File: config.mk
export PLATFORM = sky130hd
export DESIGN_NAME = tick_counter8
export DESIGN_NICKNAME = d
export VERILOG_FILES = /design/src/rtl/tick_counter8_pkg.sv /design/src/rtl/tc8_edge_sync.sv /design/src/rtl/tc8_prescaler.sv /design/src/rtl/tc8_count_core.sv /design/src/rtl/tick_counter8.sv
export SDC_FILE = /design/constraint.sdc
export NUM_CORES = 1
export LEC_CHECK = 0
export CELL_PAD_IN_SITES_DETAIL_PLACEMENT = 2
export CELL_PAD_IN_SITES_GLOBAL_PLACEMENT = 2
export CORE_MARGIN = 1.5
export CORE_UTILIZATION = 30
export CTS_CLUSTER_SIZE = 24
export DETAILED_ROUTE_END_ITERATION = 12
export GPL_TIMING_DRIVEN = 0
export PLACE_DENSITY_LB_ADDON = 0.25
export SETUP_SLACK_MARGIN = 0.4
export SYNTH_ARGS = -nofsm -noshare
export SYNTH_HDL_FRONTEND = slang
export SYNTH_SLANG_ARGS = --single-unit
File: constraint.sdc
create_clock -name clk -period 1.7 [get_ports clk]
set_input_delay 0.255 -clock clk [delete_from_list [all_inputs] [get_ports clk]]
set_output_delay 0.255 -clock clk [all_outputs]
set_load 0.02 [all_outputs]
File: src/rtl/tick_counter8_pkg.sv
package tick_counter8_pkg;
  typedef struct packed {
    logic       src_ext;
    logic       edge_fall;
    logic       pre_wd;
    logic [2:0] code;
  } mode_t;
endpackage

File: src/rtl/tc8_edge_sync.sv
module tc8_edge_sync #(
  parameter int STAGES = 2
) (
  input  logic clk,
  input  logic rst_n,
  input  logic pin_async,
  output logic rise,
  output logic fall
);
  logic [STAGES-1:0] chain;
  logic              prev;

  for (genvar g = 0; g < STAGES; g++) begin : g_stage
    if (g == 0) begin : g_first
      always_ff @(posedge clk or negedge rst_n)
        if (!rst_n) chain[0] <= 1'b0;
        else        chain[0] <= pin_async;
    end else begin : g_next
      always_ff @(posedge clk or negedge rst_n)
        if (!rst_n) chain[g] <= 1'b0;
        else        chain[g] <= chain[g-1];
    end
  end

  always_ff @(posedge clk or negedge rst_n)
    if (!rst_n) prev <= 1'b0;
    else        prev <= chain[STAGES-1];

  assign rise = chain[STAGES-1] & ~prev;
  assign fall = ~chain[STAGES-1] & prev;

  AST_EDGE_EXCLUSIVE: assert property (@(posedge clk) disable iff (!rst_n)
    $onehot0({rise, fall}));
  AST_RISE_SINGLE: assert property (@(posedge clk) disable iff (!rst_n)
    rise |=> !rise);
endmodule

File: src/rtl/tc8_prescaler.sv
module tc8_prescaler #(
  parameter int PRE_W  = 8,
  parameter int CODE_W = 3
) (
  input  logic              clk,
  input  logic              rst_n,
  input  logic              pre_wd,
  input  logic [CODE_W-1:0] code,
  input  logic              clr,
  input  logic              src_evt,
  input  logic              wd_evt,
  output logic              tmr_tick,
  output logic              wd_tick
);
  logic [PRE_W-1:0] pcnt;
  logic [PRE_W:0]   tmask_w;
  logic [PRE_W-1:0] tmask, wmask;
  logic             tfull, wfull, adv, wd_next;

  always_comb begin
    tmask_w = ((PRE_W+1)'(1) << (int'(code) + 1)) - (PRE_W+1)'(1);
    tmask   = tmask_w[PRE_W-1:0];
    wmask   = (PRE_W'(1) << code) - PRE_W'(1);
    tfull   = (pcnt & tmask) == tmask;
    wfull   = (pcnt & wmask) == wmask;
    adv     = pre_wd ? wd_evt : src_evt;
    tmr_tick = pre_wd ? src_evt : (src_evt & tfull);
    wd_next  = pre_wd ? (wd_evt & wfull) : wd_evt;
  end

  always_ff @(posedge clk or negedge rst_n)
    if (!rst_n)   pcnt <= '0;
    else if (clr) pcnt <= '0;
    else if (adv) pcnt <= pcnt + PRE_W'(1);

  always_ff @(posedge clk or negedge rst_n)
    if (!rst_n) wd_tick <= 1'b0;
    else        wd_tick <= wd_next;

  AST_WD_PASS: assert property (@(posedge clk) disable iff (!rst_n)
    (!pre_wd && wd_evt) |=> wd_tick);
  AST_WD_NEEDS_EVT: assert property (@(posedge clk) disable iff (!rst_n)
    (!wd_evt) |=> !wd_tick);
  AST_TICK_NEEDS_SRC: assert property (@(posedge clk) disable iff (!rst_n)
    tmr_tick |-> src_evt);
endmodule

File: src/rtl/tc8_count_core.sv
module tc8_count_core #(
  parameter int CNT_W    = 8,
  parameter int HOLD_CYC = 2
) (
  input  logic             clk,
  input  logic             rst_n,
  input  logic             cyc_stb,
  input  logic             tick,
  input  logic             wr,
  input  logic [CNT_W-1:0] wdata,
  output logic [CNT_W-1:0] count
);
  localparam int HW = $clog2(HOLD_CYC + 1);
  logic [HW-1:0] hold;
  logic          pend, d1, d2;

  always_ff @(posedge clk or negedge rst_n)
    if (!rst_n) begin
      count <= '0;
      hold  <= '0;
      pend  <= 1'b0;
      d1    <= 1'b0;
      d2    <= 1'b0;
    end else if (wr) begin
      count <= wdata;
      hold  <= HW'(HOLD_CYC);
      pend  <= 1'b0;
      d1    <= 1'b0;
      d2    <= 1'b0;
    end else if (cyc_stb) begin
      if (d2 && hold == '0) count <= count + CNT_W'(1);
      if (hold != '0) hold <= hold - HW'(1);
      d2   <= d1;
      d1   <= pend | tick;
      pend <= 1'b0;
    end else begin
      pend <= pend | tick;
    end

  AST_HOLD_BLOCKS: assert property (@(posedge clk) disable iff (!rst_n)
    (cyc_stb && hold != '0 && !wr) |=> (count == $past(count)));
  AST_WR_LOADS: assert property (@(posedge clk) disable iff (!rst_n)
    wr |=> (count == $past(wdata)));
  AST_IDLE_STABLE: assert property (@(posedge clk) disable iff (!rst_n)
    (!cyc_stb && !wr) |=> $stable(count));
  AST_STEP_ONE: assert property (@(posedge clk) disable iff (!rst_n)
    (!wr) |=> (count == $past(count) || count == CNT_W'($past(count) + CNT_W'(1))));
endmodule

File: src/rtl/tick_counter8.sv
module tick_counter8
  import tick_counter8_pkg::*;
#(
  parameter int CNT_W       = 8,
  parameter int PRE_W       = 8,
  parameter int SYNC_STAGES = 2,
  parameter int HOLD_CYC    = 2
) (
  input  logic             clk,
  input  logic             rst_n,
  input  logic             cyc_stb,
  input  logic [5:0]       mode_i,
  input  logic             pin_t,
  input  logic             cnt_wr,
  input  logic [CNT_W-1:0] cnt_wdata,
  output logic [CNT_W-1:0] cnt_rdata,
  input  logic             wd_evt,
  output logic             wd_tick
);
  mode_t      mode;
  logic [3:0] pre_cfg_q;
  logic       rise, fall, src_evt, tmr_tick, pre_clr;

  assign mode = mode_t'(mode_i);

  always_ff @(posedge clk or negedge rst_n)
    if (!rst_n) pre_cfg_q <= 4'hF;
    else        pre_cfg_q <= {mode.pre_wd, mode.code};

  assign pre_clr = (cnt_wr && !mode.pre_wd) || (pre_cfg_q != {mode.pre_wd, mode.code});
  assign src_evt = mode.src_ext ? (mode.edge_fall ? fall : rise) : cyc_stb;

  tc8_edge_sync #(.STAGES(SYNC_STAGES)) i_sync (
    .clk(clk), .rst_n(rst_n), .pin_async(pin_t), .rise(rise), .fall(fall));

  tc8_prescaler #(.PRE_W(PRE_W), .CODE_W(3)) i_pre (
    .clk(clk), .rst_n(rst_n), .pre_wd(mode.pre_wd), .code(mode.code),
    .clr(pre_clr), .src_evt(src_evt), .wd_evt(wd_evt),
    .tmr_tick(tmr_tick), .wd_tick(wd_tick));

  tc8_count_core #(.CNT_W(CNT_W), .HOLD_CYC(HOLD_CYC)) i_core (
    .clk(clk), .rst_n(rst_n), .cyc_stb(cyc_stb), .tick(tmr_tick),
    .wr(cnt_wr), .wdata(cnt_wdata), .count(cnt_rdata));

  AST_EXT_NO_STB_EVT: assert property (@(posedge clk) disable iff (!rst_n)
    (mode.src_ext && !rise && !fall) |-> !tmr_tick);
endmodule

==> qor.csv <==
metric,value,unit
DP Area,2240,um2
GPL Wtd Cong,0.831,
clock insertion delay at the later pin of the skew report,0.29,ns
PwrDens,800,nW/um2
Worst Setup End Kind,flop,
Mapped Area,1790,um2
Tmin final,2.49,ns
worst-margin pin slew,0.785,ns
vias in the first global route,1840,
initial antenna violation count,0,
largest family of logic cells by synthesized area,simple AND/OR/NAND/NOR gates,
Yosys reg bits,29,
DR iter-0 viols,88,
final hold vios,0,
outcome,finished with violations,
Post-Synth Adder-Cell Area,0.0489,
total gr overflow,0,
first-pass GRT wire length,9.65,mm
wire per inst,18.8,um
Synth Net Count,216,
Worst path top cell family by delay,simple AND/OR/NAND/NOR gates,
top-area cell type share of the netlist area,0.349,
Yosys warnings,0,
R2R setup slack,-0.13,ns
fin. max-slew vios,0,
Worst path max stage delay,0.49,ns
CTS clock-pin slew for the worst setup and hold paths,0.07,ns
Max Root-Sink Buffers,2,
CTS buffer count,5,
period utilization,1.47,
worst path cell trace,buf_8 > buf_12 > nand2_8 > inv_8 > ha_4 > buf_6 > nor2b_4 > nand2_2 > ha_4 > or4b_4 > nor2b_4 > a311o_1 > a311oi_2 > a21oi_1,
row count,27,
Nets,268,
Worst Reg2Reg Path Length in Cells,6,
core area,5640,um2
Hold Buf Count CTS,0,
All-Layer GR Usage,0.200,
post-route cell area,2600,um2
DRT Pass-1 Iters,4,
clk sinks,29,
"Setup violations, final",6,
Total Wirelength,5.89,mm
ANT cells,0,
post-synthesis compound-gate area fraction,0.172,
"Data required, critical path",1.87,ns
die area,6440,um2
clock root cell,clkbuf_8,
Layout Cells excl Fill,314,
placed cell count,288,
layout cells sized above 1,0.335,
worst hold stages,1,
Yosys cell types,48,
hpwl dp,3.95,mm
Critical path buffers and inverters,4,
drt drc,0,
HP Start,mode_i[0],
Post-synth ARST share,1.00,
"Seq/Total Area, Yosys",0.408,
simple-gate share of the synthesized area,0.194,
H-tree levels,2,
Mean Syn Cell Area,9.47,um2
MaxCap Viol Count,0,
number of synthesized flops with an enable pin,0,
Crit-path slowest cell,or4b_4,
Initial Util,0.317,
Hold Path Sink,pre_cfg_q[0],
Hold WC Path Type,in2reg,
predominant post-synthesis flop cell,dfrtp_1,
unrepaired setup endpoints after global routing,yes,
XOR/XNOR Fraction of Synth Area,0.103,
Vias/cell,5.27,
Mapped Cells,189,
violated checks,negative setup slack,
largest net degree at the start of global routing,30,
CP arrival,2.66,ns
Die Wd,80.3,um
post-route ant nets,0,
r2r startpoint,i_pre.pcnt[4],
I/O pin count,29,
Max Clk Rate,401,MHz
slew margin rel.,0.477,
Reg-to-Reg End,i_core.pend,
crit path kind,in2reg,
Lkg Pwr,1.08,nW
chip height,80.3,um
CP max FO,3,
synth top area cells,"dfrtp_1, xor2_1, dfstp_2",
cell taking the most area after synthesis,dfrtp_1,
mux share of post-synthesis cell area,0.0280,
P&R area growth vs syn,45.2,%
Via Count,1654,
Fin Hold WS,0.0681,ns
setup TNS,-1.76,ns
final worst slack,-0.793,ns
Max VDD drop,0.391,mV
TritonCTS clock tree,built,
critical path launch point type,input port,
I/O Buffers,27,
Post-Route Skew,0.0105,ns
## kinds of logic after synthesis
| group | count (synthesis) |
|---|---|
| AND/OR/NAND/NOR | 66 |
| AO/OA/AOI/OAI | 42 |
| XOR/XNOR | 21 |
| flip-flops | 29 |
| adder cells (fa/ha/maj) | 7 |
| multiplexers | 5 |
| buffers and inverters | 19 |
## per-layer routing
metal / up-vias / track usage / part of all wire
met5: - / 0 / 0
met4: 0 / 0.0569 / 0.012
met3: 8 / 0.0398 / 0.036
met2: 30 / 0.361 / 0.53
met1: 845 / 0.239 / 0.42
li1: 771 / - / -
## placed cells by master (no fill, tap or decap), types with 4 or more instances in the layout
cell type | netlist | layout
clkbuf_8 | 0 | 5
dfstp_2 | 4 | 4
clkdlybuf4s50_1 | 0 | 12
o21ai_0 | 12 | 4
nor2_1 | 20 | 20
buf_2 | 4 | 5
nand3_1 | 6 | 4
mux2i_1 | 5 | 5
inv_1 | 7 | 4
dfrtp_1 | 25 | 24
inv_2 | 2 | 4
nand2_1 | 14 | 11
buf_4 | 0 | 12
a21oi_1 | 9 | 8
o21ai_1 | 2 | 9
clkbuf_2 | 0 | 5
xor2_1 | 17 | 17
buf_6 | 1 | 7
## final cells by class
cell class	count	area, um2
Inverter	9	41.3
Multi-Input combinational cell	141	1120
Tap cell	72	90.1
Fill cell	595	3040
Timing Repair Buffer	45	402
Sequential cell	29	732
Clock buffer	5	68.8
Buffer	10	83.8
Clock inverter	3	65.1
## report_power, final
part	internal, W	switching [W]
sequential	0.000732	0.0000364
combinational	0.000210	0.000227
clock	0.000582	0.000293
## through the flow
step                total power, W  utilization  setup slack [ns]
CTS                        0.00207        0.450            -0.846
floorplan                 0.000988            -            -0.900
global placement           0.00113        0.396             -1.62
finish                     0.00208        0.461            -0.793
detailed placement         0.00115        0.396             -1.66
global route               0.00218        0.461            -0.906
## Yosys cell counts (all sizes together), types with 2 or more instances
cell type,instances
dfrtp,25
nor2,21
xor2,17
nand2,14
o21ai,14
a21oi,9
inv,9
ha,7
nand3,6
buf,5
clkbuf,5
mux2i,5
dfstp,4
xnor2,4
a211o,3
and3,3
nand2b,3
nand4,3
nor2b,3
o211ai,3
a311oi,2
and2,2
nand3b,2
nor3,2
o221ai,2
## flip-flops by register name (all words and copies together) (netlist names)
register       flops
i_core.count       8
i_pre.pcnt         8
pre_cfg_q          4
i_core.hold        2
i_sync.chain       2
i_core.d1          1
i_core.d2          1
i_core.pend        1
i_pre.wd_tick      1
i_sync.prev        1
## worst max-delay path by stage
stage | from | end | slack, ns | cells past startpoint
4_1_cts | mode_i[0] | i_core.d1 | -0.85 | 14
5_1_grt | mode_i[0] | i_core.d1 | -0.91 | 14
3_3_place_gp | mode_i[0] | i_core.d1 | -1.62 | 14
2_1_floorplan | mode_i[0] | i_core.d1 | -0.90 | 13
3_5_place_dp | mode_i[0] | i_core.d1 | -1.66 | 14
6_report | mode_i[0] | i_core.d1 | -0.79 | 14
## what timing repair did
item	CTS	global route
endpoints found under the setup margin	56	28
resized for setup	63	18
endpoints found under the hold margin	0	0
buffers inserted	12	6
pin swaps	14	12
Power figures use the tool's default switching activity.
